### config.mk
export PLATFORM = sky130hd
export DESIGN_NAME = swflow_ctl
export DESIGN_NICKNAME = d
export VERILOG_FILES = /design/src/rtl/swfc_pkg.sv /design/src/rtl/swfc_char_cmp.sv /design/src/rtl/swfc_rx_ctl.sv /design/src/rtl/swfc_tx_gen.sv /design/src/rtl/swflow_ctl.sv
export SDC_FILE = /design/constraint.sdc
export NUM_CORES = 1
export LEC_CHECK = 0
export BUFFER_PORTS_ARGS = -buffer_cell sky130_fd_sc_hd__buf_2
export CAP_MARGIN = 20
export CORE_MARGIN = 4
export CORE_UTILIZATION = 45
export CTS_CLUSTER_SIZE = 28
export DETAILED_ROUTE_END_ITERATION = 8
export HOLD_SLACK_MARGIN = 0.02
export PLACE_DENSITY_LB_ADDON = 0.08
export SYNTH_ARGS = -nofsm -noshare
export SYNTH_HDL_FRONTEND = slang
export SYNTH_SLANG_ARGS = --single-unit
### constraint.sdc
create_clock -name clk -period 4.7 [get_ports clk]
set_clock_uncertainty 0.15 [all_clocks]
set_input_delay 0 -clock clk [delete_from_list [all_inputs] [get_ports clk]]
set_output_delay 0 -clock clk [all_outputs]
set_load 0.03 [all_outputs]
### src/rtl/swfc_pkg.sv
package swfc_pkg;
    // Flag and compare-vector positions
    localparam int IDX_GO1   = 0;
    localparam int IDX_GO2   = 1;
    localparam int IDX_STOP1 = 2;
    localparam int IDX_STOP2 = 3;
    localparam int NUM_CTRL  = 4;

    typedef enum logic [1:0] {
        SEL_NONE   = 2'b00,
        SEL_SECOND = 2'b01,
        SEL_FIRST  = 2'b10,
        SEL_BOTH   = 2'b11
    } pair_sel_e;

    typedef enum logic [1:0] {
        PH_IDLE  = 2'b00,
        PH_LEAD  = 2'b01,
        PH_TRAIL = 2'b10
    } ins_phase_e;
endpackage

### src/rtl/swfc_char_cmp.sv
module swfc_char_cmp #(
    parameter int CHAR_W = 8,
    parameter int NREF   = 4
) (
    input  logic [CHAR_W-1:0]           ch,
    input  logic [NREF-1:0][CHAR_W-1:0] refs,
    output logic [NREF-1:0]             hit
);
    for (genvar g = 0; g < NREF; g++) begin : g_cmp
        assign hit[g] = (ch == refs[g]);
    end
endmodule

### src/rtl/swfc_rx_ctl.sv
module swfc_rx_ctl
    import swfc_pkg::*;
#(
    parameter int CHAR_W = 8
) (
    input  logic                            clk,
    input  logic                            rst_n,
    input  logic                            en,
    input  logic [1:0]                      sel,
    input  logic [NUM_CTRL-1:0][CHAR_W-1:0] refs,
    input  logic                            rx_valid,
    input  logic [CHAR_W-1:0]               rx_char,
    input  logic [NUM_CTRL-1:0]             flag_clr,
    output logic                            fifo_wr_en,
    output logic [CHAR_W-1:0]               fifo_wr_data,
    output logic                            paused,
    output logic [NUM_CTRL-1:0]             flags
);
    typedef struct packed {
        logic                paused;
        logic                after_stop1;
        logic                after_go1;
        logic                wr_en;
        logic [CHAR_W-1:0]   wr_data;
        logic [NUM_CTRL-1:0] flags;
    } rx_state_t;

    rx_state_t state_d, state_q;
    logic [NUM_CTRL-1:0] hit_all, act_mask, hit_act;

    swfc_char_cmp #(.CHAR_W(CHAR_W), .NREF(NUM_CTRL)) cmp_i (
        .ch   (rx_char),
        .refs (refs),
        .hit  (hit_all)
    );

    always_comb begin
        act_mask = '0;
        if (en) begin
            unique case (pair_sel_e'(sel))
                SEL_SECOND: begin
                    act_mask[IDX_GO2]   = 1'b1;
                    act_mask[IDX_STOP2] = 1'b1;
                end
                SEL_FIRST: begin
                    act_mask[IDX_GO1]   = 1'b1;
                    act_mask[IDX_STOP1] = 1'b1;
                end
                SEL_BOTH: act_mask = '1;
                default:  act_mask = '0;
            endcase
        end
        hit_act = hit_all & act_mask;
    end

    always_comb begin
        state_d       = state_q;
        state_d.wr_en = 1'b0;
        state_d.flags = state_q.flags & ~flag_clr;
        if (!en || pair_sel_e'(sel) != SEL_BOTH) begin
            state_d.after_stop1 = 1'b0;
            state_d.after_go1   = 1'b0;
        end
        if (!en) begin
            state_d.paused = 1'b0;
        end
        if (rx_valid) begin
            state_d.flags = state_d.flags | hit_act;
            if (hit_act == '0) begin
                state_d.wr_en   = 1'b1;
                state_d.wr_data = rx_char;
            end
            if (pair_sel_e'(sel) == SEL_BOTH && en) begin
                if (hit_act[IDX_STOP2] && state_q.after_stop1) begin
                    state_d.paused = 1'b1;
                end else if (hit_act[IDX_GO2] && state_q.after_go1) begin
                    state_d.paused = 1'b0;
                end
                state_d.after_stop1 = hit_act[IDX_STOP1];
                state_d.after_go1   = hit_act[IDX_GO1];
            end else if (hit_act[IDX_STOP1] || hit_act[IDX_STOP2]) begin
                state_d.paused = 1'b1;
            end else if (hit_act[IDX_GO1] || hit_act[IDX_GO2]) begin
                state_d.paused = 1'b0;
            end
        end
    end

    always_ff @(posedge clk or negedge rst_n) begin
        if (!rst_n) begin
            state_q <= '0;
        end else begin
            state_q <= state_d;
        end
    end

    assign fifo_wr_en   = state_q.wr_en;
    assign fifo_wr_data = state_q.wr_data;
    assign paused       = state_q.paused;
    assign flags        = state_q.flags;

    assert_pause_drops_when_off_R7: assert property (@(posedge clk) disable iff (!rst_n)
        !en |=> !paused);

    assert_pause_needs_char_R2: assert property (@(posedge clk) disable iff (!rst_n)
        $rose(paused) |-> $past(rx_valid) && $past(en));

    assert_write_carries_char_R5: assert property (@(posedge clk) disable iff (!rst_n)
        fifo_wr_en |-> $past(rx_valid) && ($past(rx_char) == fifo_wr_data));

    assert_flags_sticky_R6: assert property (@(posedge clk) disable iff (!rst_n)
        (($past(flags) & ~flags & ~$past(flag_clr)) == '0));
endmodule

### src/rtl/swfc_tx_gen.sv
module swfc_tx_gen
    import swfc_pkg::*;
#(
    parameter int CHAR_W   = 8,
    parameter int LVL_W    = 8,
    parameter int THR_W    = 4,
    parameter int UNIT_SH  = 3
) (
    input  logic                            clk,
    input  logic                            rst_n,
    input  logic                            en,
    input  logic [1:0]                      sel,
    input  logic [NUM_CTRL-1:0][CHAR_W-1:0] refs,
    input  logic [THR_W-1:0]                halt_lvl,
    input  logic [THR_W-1:0]                resume_lvl,
    input  logic [LVL_W-1:0]                level,
    input  logic                            ins_ack,
    output logic                            ins_req,
    output logic [CHAR_W-1:0]               ins_char
);
    localparam int CMP_W = ((LVL_W > THR_W + UNIT_SH) ? LVL_W : THR_W + UNIT_SH) + 1;

    typedef struct packed {
        ins_phase_e phase;
        logic       two_step;
        logic       use_second;
        logic       is_stop;
        logic       stop_sent;
    } tx_state_t;

    tx_state_t state_d, state_q;
    logic [CMP_W-1:0] lvl_ext, halt_thr, resume_thr;
    logic             over_halt, under_resume;

    always_comb begin
        lvl_ext      = CMP_W'(level);
        halt_thr     = CMP_W'(halt_lvl) << UNIT_SH;
        resume_thr   = CMP_W'(resume_lvl) << UNIT_SH;
        over_halt    = (halt_lvl != '0) && (lvl_ext >= halt_thr);
        under_resume = (lvl_ext <= resume_thr);
    end

    always_comb begin
        state_d = state_q;
        if (!en) begin
            state_d = '0;
        end else begin
            unique case (state_q.phase)
                PH_IDLE: begin
                    if (pair_sel_e'(sel) != SEL_NONE) begin
                        if ((!state_q.stop_sent && over_halt) ||
                            (state_q.stop_sent && under_resume)) begin
                            state_d.phase      = PH_LEAD;
                            state_d.two_step   = (pair_sel_e'(sel) == SEL_BOTH);
                            state_d.use_second = (pair_sel_e'(sel) == SEL_SECOND);
                            state_d.is_stop    = !state_q.stop_sent;
                        end
                    end
                end
                PH_LEAD: begin
                    if (ins_ack) begin
                        if (state_q.two_step) begin
                            state_d.phase = PH_TRAIL;
                        end else begin
                            state_d.phase     = PH_IDLE;
                            state_d.stop_sent = state_q.is_stop;
                        end
                    end
                end
                PH_TRAIL: begin
                    if (ins_ack) begin
                        state_d.phase     = PH_IDLE;
                        state_d.stop_sent = state_q.is_stop;
                    end
                end
                default: state_d.phase = PH_IDLE;
            endcase
        end
    end

    always_ff @(posedge clk or negedge rst_n) begin
        if (!rst_n) begin
            state_q <= '0;
        end else begin
            state_q <= state_d;
        end
    end

    always_comb begin
        logic second;
        second  = (state_q.phase == PH_TRAIL) || state_q.use_second;
        ins_req = (state_q.phase != PH_IDLE);
        if (state_q.is_stop) begin
            ins_char = second ? refs[IDX_STOP2] : refs[IDX_STOP1];
        end else begin
            ins_char = second ? refs[IDX_GO2] : refs[IDX_GO1];
        end
    end

    assert_req_held_R10: assert property (@(posedge clk) disable iff (!rst_n)
        ins_req && !ins_ack && en |=> ins_req);

    assert_req_drops_when_off_R7: assert property (@(posedge clk) disable iff (!rst_n)
        !en |=> !ins_req);

    assert_no_req_without_sel_R11: assert property (@(posedge clk) disable iff (!rst_n)
        $rose(ins_req) |-> ($past(sel) != 2'b00) && $past(en));
endmodule

### src/rtl/swflow_ctl.sv
module swflow_ctl
    import swfc_pkg::*;
#(
    parameter int CHAR_W     = 8,
    parameter int FIFO_DEPTH = 128,
    parameter int THR_W      = 4,
    parameter int LVL_UNIT   = 8,
    localparam int LVL_W     = $clog2(FIFO_DEPTH + 1)
) (
    input  logic              clk,
    input  logic              rst_n,
    input  logic              sw_flow_en,
    input  logic [1:0]        rx_sel,
    input  logic [1:0]        tx_sel,
    input  logic [CHAR_W-1:0] go1_char,
    input  logic [CHAR_W-1:0] go2_char,
    input  logic [CHAR_W-1:0] stop1_char,
    input  logic [CHAR_W-1:0] stop2_char,
    input  logic [THR_W-1:0]  halt_lvl,
    input  logic [THR_W-1:0]  resume_lvl,
    input  logic              rx_valid,
    input  logic [CHAR_W-1:0] rx_char,
    input  logic [LVL_W-1:0]  rx_level,
    input  logic [3:0]        flag_clr,
    output logic              fifo_wr_en,
    output logic [CHAR_W-1:0] fifo_wr_data,
    output logic              tx_paused,
    output logic [3:0]        match_flags,
    output logic              ins_req,
    output logic [CHAR_W-1:0] ins_char,
    input  logic              ins_ack
);
    localparam int UNIT_SH = $clog2(LVL_UNIT);

    logic [NUM_CTRL-1:0][CHAR_W-1:0] refs;

    always_comb begin
        refs[IDX_GO1]   = go1_char;
        refs[IDX_GO2]   = go2_char;
        refs[IDX_STOP1] = stop1_char;
        refs[IDX_STOP2] = stop2_char;
    end

    swfc_rx_ctl #(.CHAR_W(CHAR_W)) rx_i (
        .clk          (clk),
        .rst_n        (rst_n),
        .en           (sw_flow_en),
        .sel          (rx_sel),
        .refs         (refs),
        .rx_valid     (rx_valid),
        .rx_char      (rx_char),
        .flag_clr     (flag_clr),
        .fifo_wr_en   (fifo_wr_en),
        .fifo_wr_data (fifo_wr_data),
        .paused       (tx_paused),
        .flags        (match_flags)
    );

    swfc_tx_gen #(
        .CHAR_W  (CHAR_W),
        .LVL_W   (LVL_W),
        .THR_W   (THR_W),
        .UNIT_SH (UNIT_SH)
    ) tx_i (
        .clk        (clk),
        .rst_n      (rst_n),
        .en         (sw_flow_en),
        .sel        (tx_sel),
        .refs       (refs),
        .halt_lvl   (halt_lvl),
        .resume_lvl (resume_lvl),
        .level      (rx_level),
        .ins_ack    (ins_ack),
        .ins_req    (ins_req),
        .ins_char   (ins_char)
    );

    assert_reset_quiet_R1: assert property (@(posedge clk)
        !rst_n |=> !ins_req && !tx_paused);
endmodule

==> run metrics <==
status finished clean; Layout Nets 368; worst hold margin 0.0320 ns; crit-path max cell delay 0.57 ns; drt pass-1 iters 4; Die W 74.0 um; Psw 0.190 mW; kind of critical path register to register; Hold WC Path Type input port to register; Pwr Density 232 nW/um2; CTS H-tree depth 1; Critical Path End Type register; arrival time at the worst endpoint 2.29 ns; shortest period the worst path allows 2.29 ns; most instantiated cells after synthesis 30 x xnor2_1, 22 x dfrtp_1, 13 x inv_1; Rel. slew slack 0.510; Comb power frac 0.371; Final ANT Viol Nets 0; most frequent cell after synthesis xnor2_1; clock transition at the registers of the reported paths 0.08 ns; share of cells above drive strength 1 0.414; n_diodes 0; yosys warns 0; Yosys cell types 43; GR Overflow Total 0; fmax 436 MHz; largest net degree at the start of global routing 23; post-synthesis compound-gate area fraction 0.0785; synthesized instance count 188; switch share 0.308; Yosys top cell area share 0.281; Setup TNS 0 ns; Synth Net Count 265; RSZ-0062 raised after global routing no; TritonCTS buffer count 3; Seq cells post-synth 22; area leader, netlist dfrtp_1; routed len/inst 14.2 um; simple-gate share of the synthesized area 0.153; Cell Rows 23; Hold Vio Cnt, Final 0; worst skew pair latency 0.26 ns; Die Height 74.0 um; gp weighted congestion 0.819; CP Cell Sequence or4_1, o221ai_2, nor3_2, mux2i_1, dlygate4sd3_1; Clk pwr share 0.279; cell internal pwr 0.427 mW; endpoints failing setup 0; # port buffers 91; mux share of post-synthesis cell area 0.169; initial antenna violation count 0; Adder-Cell Fraction of Synth Area 0.0511; GRT Total Usage 0.187; CP Max Fanout 5; DR iter-0 viols 127; largest family of logic cells by synthesized area multiplexers; Area Growth Syn to Fin 35.6%; Sequential Power Share 0.350; Post-CTS Setup Inserts 0; xor/xnor cell area share of the yosys netlist 0.143; Die Area 5470 um2; startpoint types register; Core Region 4120 um2; via count 1716; Async SR Flop Fraction 1.00; final WL 4820 um; Netlist Area Pre-Place 1960 um2; number of remaining DRC errors 0; EDFF count, synth 0; CTS Root Buffer Type clkbuf_8; CTS tree done; largest cells by area after synthesis dfrtp_1 28%, xnor2_1 13%, mux4_2 9.2%; Final period util 0.488; Final Util 0.645; vias in the first global route 1754; Slowest-stage cell, CP dlygate4sd3_1; post-cts resize count 0; CTS Buffer Depth 2; Peak supply drop 0.114 mV; vias per cell 5.05; MaxCap Viol Count 0; Critical Path RT 4.70 ns; Starting Density 0.476; leak pwr 1.27 nW; Top FF cell, synth dfrtp_1; dpl hpwl 3960 um; Mapped Avg Cell Area 10.4 um2; Slew @ Worst Pin 0.732 ns; IO Pins 92; count of final max-slew check failures 0; global-route wire length before repair 8010 um; clk sinks 22; sequential fraction of the synthesis area 0.281
## kinds of logic after synthesis
logic type / count (synthesis)
multiplexers: 19
AND/OR/NAND/NOR: 48
XOR/XNOR: 32
adder cells (fa/ha/maj): 8
AO/OA/AOI/OAI: 22
flip-flops: 22
buffers and inverters: 37
## registers in the layout, summed over array words and instances (netlist names)
name,count
tx_i.state_q,6
rx_i.flags,4
rx_i.fifo_wr_data,8
rx_i.fifo_wr_en,1
rx_i.paused,1
rx_i.state_q,2
## worst paths after layout
| check | slack (ns) | to | cells past startpoint | start |
|---|---|---|---|---|
| worst max-delay path | 2.41 | tx_i.state_q[3] | 5 | tx_i.state_q[0] |
| worst min-delay path | 0.03 | tx_i.state_q[1] | 3 | halt_lvl[3] |
| worst max register to register | 2.41 | tx_i.state_q[3] | 5 | tx_i.state_q[0] |
| worst min register to register | 0.35 | tx_i.state_q[4] | 1 | tx_i.state_q[5] |
| max in group asynchronous | 4.01 | rx_i.flags[3] | 2 | rst_n |
| min in group asynchronous | 0.06 | rx_i.fifo_wr_data[3] | 2 | rst_n |
## worst max-delay path, delay by kind of cell, from the launching register on
| kind | cells | cell delay [ns] |
|---|---|---|
| AND/OR/NAND/NOR | 2 | 0.65 |
| flip-flops | 1 | 0.43 |
| AO/OA/AOI/OAI | 1 | 0.25 |
| multiplexers | 1 | 0.13 |
| buffers and inverters | 1 | 0.57 |
## cell usage in the layout, fill, tap and decap left out, types with 2 or more instances in the layout
master / count
nand2b_1: 3
clkbuf_8: 3
nor3b_1: 2
o21ai_1: 5
nand3_1: 12
inv_1: 13
mux2_4: 8
nor2b_1: 2
nor2_1: 3
dlygate4sd3_1: 30
ha_1: 8
mux2i_1: 3
mux4_2: 8
xnor2_1: 30
nand2_1: 10
buf_2: 91
nor3_2: 3
xor2_1: 2
a21oi_1: 5
dfrtp_1: 22
nor4_2: 2
nand4_1: 4
## power by group through the flow
stage	sequential, mW	combinational [mW]	clock (mW)
after floorplan	0.212	0.165	0
after global placement	0.219	0.213	0
after detailed placement	0.220	0.215	0
after CTS	0.216	0.230	0.178
after global routing	0.219	0.249	0.188
final	0.216	0.229	0.172
## metrics by stage
step           total power [mW]  instances  cell area, um2  worst slack, ns
4_1_cts                   0.624        340            2660             2.41
5_1_grt                   0.656        340            2660             2.26
2_1_floorplan             0.377        188            1960             3.10
3_5_place_dp              0.435        306            2280             2.80
6_report                  0.617        340            2660             2.41
3_3_place_gp              0.432        306            2280             2.84
## cell type report
cell class	count	area (um2)
clock buffer	3	41.3
inverter	14	52.6
sequential	22	551
clock inverter	1	30.0
multi-input combinational	129	1160
fill	359	1460
timing repair buffer	121	756
tap	50	62.6
## repair_timing
| action | in CTS | in global routing |
|---|---|---|
| setup endpoints to repair | 0 | 0 |
| hold buffers | 30 | 0 |
| hold endpoints to repair | 44 | 0 |
## routing by layer
metal  vias to the layer above  GRT usage  routed length [um]
met5                         -          0                   0
met3                         4     0.0216                 364
met2                        64      0.300                2160
li1                        850          -                   -
met4                         0     0.0483                  51
met1                       798      0.268                2240
Note: power is estimated with default switching activity, not from simulation.
